[config.mk]
export PLATFORM = sky130hd
export DESIGN_NAME = strap_seq
export DESIGN_NICKNAME = d
export VERILOG_FILES = /design/src/rtl/strap_seq.sv
export SDC_FILE = /design/constraint.sdc
export NUM_CORES = 1
export LEC_CHECK = 0
export BUFFER_PORTS_ARGS = -buffer_cell sky130_fd_sc_hd__buf_4
export CAP_MARGIN = 20
export CORE_MARGIN = 10
export CORE_UTILIZATION = 43
export DETAILED_ROUTE_END_ITERATION = 6
export GPL_TIMING_DRIVEN = 0
export PLACE_DENSITY = 0.74
export SLEW_MARGIN = 0
export SYNTH_ARGS = -nofsm -noshare
export SYNTH_HDL_FRONTEND = slang
export SYNTH_SLANG_ARGS = --single-unit
export TNS_END_PERCENT = 100
[constraint.sdc]
create_clock -name clk -period 1.7 [get_ports clk]
set_input_delay 0.085 -clock clk [delete_from_list [all_inputs] [get_ports clk]]
set_output_delay 0.085 -clock clk [all_outputs]
set_load 0.02 [all_outputs]
[src/rtl/strap_seq.sv]
module strap_seq #(
  parameter int unsigned WIN_CYCLES = 28636
) (
  input  logic        clk,
  input  logic        supply_ok,
  input  logic [3:0]  strap_pin_i,
  input  logic [7:0]  cfg_byte0,
  output logic [3:0]  pad_oe,
  output logic        done,
  output logic [2:0]  strap_fs,
  output logic        strap_mode,
  output logic [2:0]  eff_code,
  output logic [10:0] cpu_freq_x10,
  output logic        pci_div3,
  output logic        center_spread,
  output logic        code_rsvd
);
  localparam int CW = $clog2(WIN_CYCLES + 1);
  localparam logic [CW-1:0] LAST = CW'(WIN_CYCLES - 1);

  logic [CW-1:0] cnt;

  always_ff @(posedge clk or negedge supply_ok) begin
    if (!supply_ok) begin
      cnt        <= '0;
      done       <= 1'b0;
      strap_fs   <= 3'b000;
      strap_mode <= 1'b0;
    end else if (!done) begin
      if (cnt == LAST) begin
        done                  <= 1'b1;
        {strap_mode, strap_fs} <= strap_pin_i;
      end else begin
        cnt <= cnt + 1'b1;
      end
    end
  end

  assign pad_oe   = {4{done}};
  assign eff_code = cfg_byte0[3] ? cfg_byte0[6:4] : strap_fs;

  always_comb begin
    cpu_freq_x10  = 11'd0;
    pci_div3      = 1'b0;
    center_spread = 1'b0;
    code_rsvd     = 1'b0;
    case (eff_code)
      3'b000: begin cpu_freq_x10 = 11'd1240; pci_div3 = 1'b1; end
      3'b001: begin cpu_freq_x10 = 11'd668;  center_spread = 1'b1; end
      3'b010: cpu_freq_x10 = 11'd833;
      3'b011: cpu_freq_x10 = 11'd668;
      3'b100: begin cpu_freq_x10 = 11'd1030; pci_div3 = 1'b1; end
      3'b101: begin cpu_freq_x10 = 11'd1000; pci_div3 = 1'b1; center_spread = 1'b1; end
      3'b110: code_rsvd = 1'b1;
      default: begin cpu_freq_x10 = 11'd1000; pci_div3 = 1'b1; end
    endcase
  end
endmodule

==> summary.md, run 1 <==
| Metric | Value |
|---|---|
| Status | complete, no violations |
| DR vias | 980 |
| Worst-Skew Late Latency | 0.30 ns |
| Hold slack | 0.0215 ns |
| CP arrival | 1.88 ns |
| Worst EP required | 1.89 ns |
| Post-synthesis sequential area ratio | 46.9% |
| Row count | 17 |
| Final period util | 99.6% |
| Vias per cell | 5.05 |
| Layout Skew | 0.00976 ns |
| Synth top area cells | dfrtp_1 47%, xnor2_1 8.2%, mux2_2 6.3% |
| Vias in the first global route | 924 |
| Final setup violation count | 0 |
| Top post-synthesis cells by count | 20 x dfrtp_1, 10 x xnor2_1, 9 x nand2_1 |
| Layout Area Growth over Synthesis | 64.9% |
| # IOs | 40 |
| 1st-iter DRT viols | 38 |
| Library cells used by synthesis | 30 |
| Reg2Reg Depth | 5 |
| Synth warnings | 0 |
| Max-Slew Margin vs Limit | 75.1% |
| Starting Density | 46.5% |
| First-pass GRT wire length | 4600 microns |
| Leakage | 0.875 nW |
| Max Transition Viols Final | 0 |
| Max-cap violation count | 0 |
| RSZ-0062 raised after global routing | yes |
| Most frequent cell after synthesis | dfrtp_1 |
| PwrDens | 592 nW/um^2 |
| Dpl hpwl | 2010 microns |
| DRT Wirelength | 3010 microns |
| Htree depth | 1 |
| CP Max Fanout | 4 |
| Post-route DRC violation count | 0 |
| CTS root buffer | clkbuf_4 |
| Clock transition at path regs | 0.12 ns |
| Share of layout cells above drive strength 1 | 57.8% |
| Remaining antenna violation count | 0 |
| CTS tree | yes |
| Synth Instances | 101 |
| Port Buf Inserts | 35 |
| Post-DR wirelength/cell | 15.5 microns |
| Synth Flop Type | dfrtp_1 |
| TritonCTS Sinks | 20 |
| Core Area | 2300 sq um |
| Grt total ovfl | 0 |
| Hold path depth | 2 |
| Fill count | 145 |
| Min Tclk post-route | 1.69 ns |
| GRT Util Overall | 11.0% |
| Achievable Freq | 0.591 GHz |
| Sum Neg Setup Slack | 0 ns |
| Synth Cell Area | 1070 sq um |
| #FFs+latches synth | 20 |
| Slew @ Worst Pin | 0.374 ns |
| CP Class | register to register |
| Initial antenna violation count | 0 |
| CTS buffer count | 3 |
| Clock Path Buffers | 2 |
| Number of iterations in the first detailed-routing pass | 4 |
| Number of synthesized flops with an enable pin | 0 |
| Post-Layout Inst Area | 1760 sq um |
| Share of the synthesized area in the top cell type | 46.9% |
| Die width | 69.8 microns |
| Placement Cell Area | 1390 sq um |
| Post-synth ARST share | 100% |
| Routability cong. | 0.821 |
| Hold Crit Class | input port to register |
| Die Y | 69.8 microns |
| Final Core Density | 76.6% |
| Critical path launch point type | register |
| Fin nets | 182 |
| CP Capture Type | register |
| Antenna Cells | 0 |
| Pin count of the biggest net entering global routing | 21 |
| Final hold vios | 0 |
| Area leader, netlist | dfrtp_1 |
| Syn avg cell area | 10.6 sq um |
| Synthesized Nets | 116 |
| Peak supply drop | 0.000540 V |
| Die area | 4870 sq um |
| Pwr Total | 1.04 mW |
==> layout by cell type, fill, tap and decap left out, types with 2 or more instances in the layout <==
cell | synthesis | routed
and3_1 | 4 | 3
buf_4 | 5 | 58
buf_6 | 0 | 4
clkbuf_4 | 0 | 3
dfrtp_1 | 20 | 19
dlygate4sd3_1 | 0 | 4
inv_1 | 4 | 2
mux2_4 | 0 | 5
mux2i_4 | 0 | 2
nand2_1 | 9 | 7
nand2_2 | 0 | 2
nand3_1 | 2 | 2
nand4_1 | 5 | 5
nand4b_1 | 3 | 3
nor2_1 | 7 | 5
nor2_2 | 0 | 2
nor3_1 | 3 | 2
nor4_4 | 1 | 2
o21ai_2 | 0 | 2
xnor2_1 | 10 | 9
xor2_1 | 4 | 4
==> cells by family after synthesis <==
kind of cell | synth area share (%)
mux | 8.21
flops | 46.9
buf+inv | 5.28
fa+ha+maj | 1.17
simple gates | 23.4
xor+xnor | 11.5
compound gates | 3.52
==> layout make-up <==
class	instances	area (sq um)	area share, %
well taps	28	35.0	1.99
repair buffers	61	483	27.4
clock buffers	3	22.5	1.28
multi-input cells	71	618	35.1
plain buffers	6	52.6	2.99
flip-flops and latches	20	502	28.5
clock inverters	1	30.0	1.71
inverters	4	17.5	0.995
==> registers in the layout (all words and copies together), names as in the netlist <==
name        cells
strap_mode      1
done            1
cnt            15
strap_fs        3
==> path summary, 6_finish.rpt <==
| check | from | to | slack (ns) |
|---|---|---|---|
| max | cnt[8] | strap_fs[1] | 0.007 |
| min | strap_pin_i[1] | strap_fs[1] | 0.02 |
| max reg2reg | cnt[8] | strap_fs[1] | 0.007 |
| min reg2reg | cnt[14] | cnt[14] | 0.52 |
| max in group asynchronous | supply_ok | cnt[2] | 1.29 |
| min in group asynchronous | supply_ok | cnt[7] | 0.18 |
==> critical path, stage by stage, from the launching register on <==
cell and delay (ns):
dfrtp_1 0.40, nand2_2 0.08, or4_4 0.49, nor4_4 0.13, buf_4 0.18, mux2_4 0.30
==> report_power, final <==
part           internal, mW  switching [mW]
registers             0.476               0
clock network         0.238           0.149
logic                0.0886          0.0902
total                 0.802           0.239
==> routing by layer <==
metal  vias up  wire length, microns  track usage, %
li1        476                     -               -
met1       473                  1260            12.9
met2        29                  1550            19.3
met3         2                   166            3.71
met4         0                    31            1.30
met5         -                     0               0
==> stage by stage <==
| step | instances | worst slack, ns |
|---|---|---|
| after floorplan | 101 | 0.0216 |
| after global placement | 164 | -0.148 |
| after detailed placement | 164 | -0.161 |
| after CTS | 188 | -0.0863 |
| after global routing | 194 | -0.0896 |
| final | 194 | 0.00708 |
==> repair_timing <==
| action | in CTS | in global routing |
|---|---|---|
| pin swaps | 5 | 4 |
| gates resized for setup | 18 | 16 |
| hold endpoints to repair | 21 | 2 |
| hold buffers | 2 | 2 |
| setup buffers | 18 | 4 |
| cloned | 0 | 0 |
| setup endpoints to repair | 10 | 16 |
No activity file was read; power rests on OpenSTA's default activity.
==> run 2: changes to the inputs <==
--- a/config.mk
+++ b/config.mk
@@ -12,6 +12,7 @@
 export DETAILED_ROUTE_END_ITERATION = 6
 export GPL_TIMING_DRIVEN = 0
 export PLACE_DENSITY = 0.74
+export SETUP_SLACK_MARGIN = 0.3
 export SLEW_MARGIN = 0
 export SYNTH_ARGS = -nofsm -noshare
 export SYNTH_HDL_FRONTEND = slang
==> run 2 against run 1 <==
Against the previous run: flip-flop and latch count is the same; sequential power about the same; clock power grew 6.2%; first-iteration DRC count grew to 3.4 times the previous value; the run now ends with negative setup slack left; critical path depth unchanged; fmax decreased by 5.1%; final cell count grew 8.2%.
==> summary.md, run 2 (synthesized netlist as in run 1, its figures left out) <==
| Metric | Value |
|---|---|
| Slew @ Worst Pin | 0.299 ns |
| Port Buf Inserts | 35 |
| Starting Density | 46.5% |
| Remaining antenna violation count | 0 |
| First-pass GRT wire length | 5950 microns |
| CTS root buffer | clkbuf_4 |
| Pin count of the biggest net entering global routing | 21 |
| Worst EP required | 1.62 ns |
| Final hold vios | 0 |
| Hold slack | 0.0200 ns |
| Die Y | 69.8 microns |
| Core Area | 2300 sq um |
| Biggest regs | cnt x15, strap_fs x3 |
| Final WS setup | -0.0838 ns |
| Initial antenna violation count | 0 |
| CP arrival | 1.70 ns |
| Worst flop-to-flop path startpoint | cnt[7] |
| Layout Area Growth over Synthesis | 97.1% |
| Max-cap violation count | 0 |
| Post-DR wirelength/cell | 24.2 microns |
| Worst hold start | strap_pin_i[2] |
| PwrDens | 544 nW/um^2 |
| Register area | 505 sq um |
| Hold Crit Class | input port to register |
| Clock transition at path regs | 0.13 ns |
| Post-route DRC violation count | 0 |
| Row count | 17 |
| Max Transition Viols Final | 0 |
| Vias in the first global route | 1116 |
| Commonest non-fill, non-tap cell in the layout | buf_4 |
| Die area | 4870 sq um |
| Most frequent cells in the layout | 50 x buf_4, 25 x buf_6, 16 x dfrtp_1, 7 x xnor2_1 |
| Dpl hpwl | 2010 microns |
| CP Capture Type | output pin |
| Critical path launch point type | register |
| Antenna Cells | 0 |
| Worst Hold End | strap_fs[2] |
| TritonCTS Sinks | 20 |
| Worst-Skew Late Latency | 0.32 ns |
| Fill count | 75 |
| Routability cong. | 0.800 |
| Reg-to-reg endpoint | strap_fs[2] |
| DRT Wirelength | 5090 microns |
| Vias per cell | 5.77 |
| CTS buffer count | 3 |
| Reg2reg setup slack | -0.05 ns |
| 1st-iter DRT viols | 131 |
| Reg2Reg Depth | 5 |
| CP Buf/Inv Count | 3 |
| Die width | 69.8 microns |
| GRT Util Overall | 14.9% |
| Largest stage delay on the critical path | 0.43 ns |
| Min Tclk post-route | 1.78 ns |
| Largest register FFs | 15 |
| Clock Path Buffers | 2 |
| DR vias | 1212 |
| # IOs | 40 |
| Leakage | 1.03 nW |
| Final period util | 105% |
| Fin nets | 198 |
| CTS tree | yes |
| Share of layout cells above drive strength 1 | 70.3% |
| Final setup violation count | 12 |
| Max-Slew Margin vs Limit | 79.9% |
| CP delay by family, top | buffers and inverters |
| Multi-input logic area | 718 sq um |
| CP Cell Sequence | mux2_4, clkbuf_16, buf_12, xnor2_2, buf_4 |
| Grt total ovfl | 0 |
| Post-Layout Inst Area | 2100 sq um |
| Peak supply drop | 0.000628 V |
| RSZ-0062 raised after global routing | yes |
| Failing checks | negative setup slack |
| Htree depth | 1 |
| Number of iterations in the first detailed-routing pass | 4 |
| Crit-path slowest cell | dfrtp_2 |
| Largest Register | cnt |
| Achievable Freq | 0.561 GHz |
| Status | finished, violations left |
| Hold path depth | 2 |
| CP Class | register to output pin |
| Layout Skew | 0.00314 ns |
| CP Max Fanout | 5 |
| Placement Cell Area | 1450 sq um |
-- run 2: cell count changes in the layout (fill, tap and decap cells not counted), sizes merged --
cell | previous run | this run
clkbuf | 3 | 4
buf | 63 | 78
-- run 2: area by class of cell --
cell class / count / share of cell area [%]
Multi-Input combinational cell: 71 / 34.1
Sequential cell: 20 / 24.0
Clock inverter: 1 / 1.43
Timing Repair Buffer: 77 / 33.8
Buffer: 6 / 3.15
Tap cell: 28 / 1.67
Clock buffer: 3 / 1.07
Inverter: 4 / 0.714
-- run 2: worst max-delay path by stage --
stage,from,end,slack (ns),cells after the start
6_report,strap_fs[2],cpu_freq_x10[6],-0.08,5
5_1_grt,strap_fs[2],cpu_freq_x10[8],-0.13,6
4_1_cts,cnt[10],strap_fs[1],-0.12,5
3_5_place_dp,cnt[2],strap_mode,-0.10,3
3_3_place_gp,cnt[2],strap_fs[2],-0.07,3
2_1_floorplan,cnt[2],strap_fs[0],0.04,3
-- run 2: per-stage QoR --
stage | setup slack, ns | total power, mW | TNS (ns) | cells | util (%)
2_1_floorplan | 0.0401 | 0.563 | 0 | 101 | -
3_3_place_gp | -0.0653 | 0.634 | -0.261 | 164 | 63.1
3_5_place_dp | -0.102 | 0.637 | -0.429 | 164 | 63.1
4_1_cts | -0.124 | 1.10 | -0.503 | 196 | 83.9
5_1_grt | -0.129 | 1.17 | -1.06 | 210 | 91.6
6_report | -0.0838 | 1.14 | -0.521 | 210 | 91.6
-- run 2: where the power goes --
part / internal (mW) / switching, mW / total (mW)
combinational: 0.134 / 0.124 / 0.257
clock: 0.239 / 0.172 / 0.411
sequential: 0.476 / 0 / 0.476
total: 0.848 / 0.296 / 1.14
-- run 2: metal layers --
metal	wire, microns	track usage, %	vias to the layer above
met5	0	0	-
met3	370	4.85	26
li1	-	-	509
met4	245	3.70	0
met2	2610	27.9	68
met1	1860	15.4	609
-- run 2: worst reg2reg max path, stage by stage, from the launching register on --
cell     delay [ns]
dfrtp_1        0.41
nand2_2        0.08
or4_4          0.50
nor4_4         0.17
buf_6          0.17
mux2_4         0.31
-- run 2: timing repair --
item,4_1_cts,5_1_grt
buffers inserted,25,13
endpoints found under the setup margin,31,33
pin swaps,11,18
hold endpoints to repair,22,1
hold buffers,3,1
gates resized for setup,43,18
==> run 3: changes to the inputs <==
==> constraint.sdc (replaced) <==
create_clock -name clk -period 1.7 [get_ports clk]
set_input_delay 0.085 -clock clk [delete_from_list [all_inputs] [get_ports clk]]
set_output_delay 0.085 -clock clk [all_outputs]
set_load 0.01 [all_outputs]
==> run 3 against run 2 <==
Against the previous run: the run still ends with negative setup slack left; power decreased by 21%; combinational power decreased by 19%; flip-flop and latch count unchanged; sequential power about the same; fmax increased by 2.2%; largest power group unchanged.
==> summary.md, run 3 (synthesized netlist as in run 1, its figures left out) <==
| Metric | Value |
|---|---|
| PwrDens | 458 nW/um^2 |
| Routability cong. | 0.810 |
| CTS tree | yes |
| CP Capture Type | register |
| Die area | 4870 sq um |
| First-pass GRT wire length | 5720 microns |
| Worst EP required | 1.89 ns |
| Fill count | 107 |
| Hold path depth | 2 |
| Failing checks | negative setup slack |
| Pwr Total | 0.904 mW |
| Antenna Cells | 0 |
| Core Area | 2300 sq um |
| Number of iterations in the first detailed-routing pass | 4 |
| Fin nets | 193 |
| # IOs | 40 |
| Max Transition Viols Final | 0 |
| Leakage | 0.977 nW |
| CTS root buffer | clkbuf_4 |
| Largest Register | cnt |
| Peak supply drop | 0.000504 V |
| Htree depth | 1 |
| Final setup violation count | 4 |
| Port Buf Inserts | 35 |
| Max-cap violation count | 0 |
| Final cell count without fillers | 204 |
| Row count | 17 |
| Final period util | 103% |
| Starting Density | 46.5% |
| CP arrival | 1.93 ns |
| Vias per cell | 5.23 |
| Layout Area Growth over Synthesis | 85.0% |
| CP Class | register to register |
| Reg2Reg Depth | 5 |
| Post-DR wirelength/cell | 20.0 microns |
| Remaining antenna violation count | 0 |
| Clock transition at path regs | 0.11 ns |
| Post-route DRC violation count | 0 |
| Most frequent cells in the layout | 49 x buf_4, 27 x buf_6, 18 x dfrtp_1, 8 x xnor2_1, 7 x nand2_1 |
| Status | finished, violations left |
| Placement Cell Area | 1410 sq um |
| Dpl hpwl | 2010 microns |
| Hold Crit Class | input port to register |
| Die Y | 69.8 microns |
| Min Tclk post-route | 1.75 ns |
| GRT Util Overall | 14.0% |
| Slew @ Worst Pin | 0.266 ns |
| Critical path launch point type | register |
| CTS buffer count | 3 |
| Achievable Freq | 0.573 GHz |
| Final hold vios | 0 |
| Grt total ovfl | 0 |
| Vias in the first global route | 1097 |
| 1st-iter DRT viols | 48 |
| Initial antenna violation count | 0 |
| Final WS setup | -0.0459 ns |
| Layout Skew | 0.00641 ns |
| DR vias | 1066 |
| Clock Path Buffers | 2 |
| Biggest regs | cnt x15, strap_fs x3 |
| Placed insts | 164 |
| Final Core Density | 85.9% |
| Hold slack | 0.0165 ns |
| Post-Layout Inst Area | 1970 sq um |
| Commonest non-fill, non-tap cell in the layout | buf_4 |
| Max-Slew Margin vs Limit | 82.1% |
| RSZ-0062 raised after global routing | yes |
| Pin count of the biggest net entering global routing | 21 |
| Worst-Skew Late Latency | 0.30 ns |
| DRT Wirelength | 4090 microns |
| Die width | 69.8 microns |
| CP Max Fanout | 4 |
| Share of layout cells above drive strength 1 | 67.6% |
| TritonCTS Sinks | 20 |
| Largest register FFs | 15 |
==> run 3: where the power goes <==
group | switching, mW | total [mW] | internal (mW)
clock | 0.139 | 0.221 | 0.0826
sequential | 0 | 0.475 | 0.475
combinational | 0.0916 | 0.207 | 0.116
total | 0.230 | 0.904 | 0.674
==> run 3: what timing repair did <==
item                       4_1_cts  5_1_grt
buffers inserted                24       12
resized for setup               41       26
setup endpoints to repair       29       32
hold buffers                     1        0
pin swaps                       11       16
hold endpoints to repair        20        0
==> run 3: per-stage QoR <==
step	TNS [ns]	setup slack, ns
after floorplan	0	0.0415
after global placement	-0.221	-0.0565
after detailed placement	-0.394	-0.101
after CTS	-0.391	-0.106
after global routing	-0.561	-0.124
final	-0.125	-0.0459
==> run 3: routing by layer <==
layer / global-route usage [%] / wire, microns / up-vias
met1: 14.3 / 1420 / 520
li1: - / - / 499
met5: 0 / 0 / -
met3: 3.57 / 215 / 8
met4: 2.61 / 118 / 0
met2: 27.4 / 2330 / 39
==> run 3: layout make-up <==
cell class,count,area [sq um],share of cell area (%)
multi-input cells,71,699,35.4
plain buffers,6,56.3,2.85
clock buffers,3,22.5,1.14
well taps,28,35.0,1.77
flip-flops and latches,20,503,25.5
repair buffers,72,641,32.4
inverters,4,17.5,0.887
==> run 3: worst max-delay path: stages, from the launching register on <==
cell	delay [ns]
dfrtp_1	0.41
nand2_2	0.08
or4_4	0.49
nor4_4	0.14
buf_4	0.18
mux2_2	0.34
==> run 3: worst paths after layout <==
| kind | start | endpoint | slack, ns |
|---|---|---|---|
| max in group asynchronous | supply_ok | done | 1.29 |
| min reg2reg | cnt[14] | cnt[14] | 0.51 |
| min in group asynchronous | supply_ok | cnt[13] | 0.19 |
| min | strap_pin_i[2] | strap_fs[2] | 0.02 |
| max reg2reg | cnt[8] | strap_mode | -0.05 |
| max | cnt[8] | strap_mode | -0.05 |
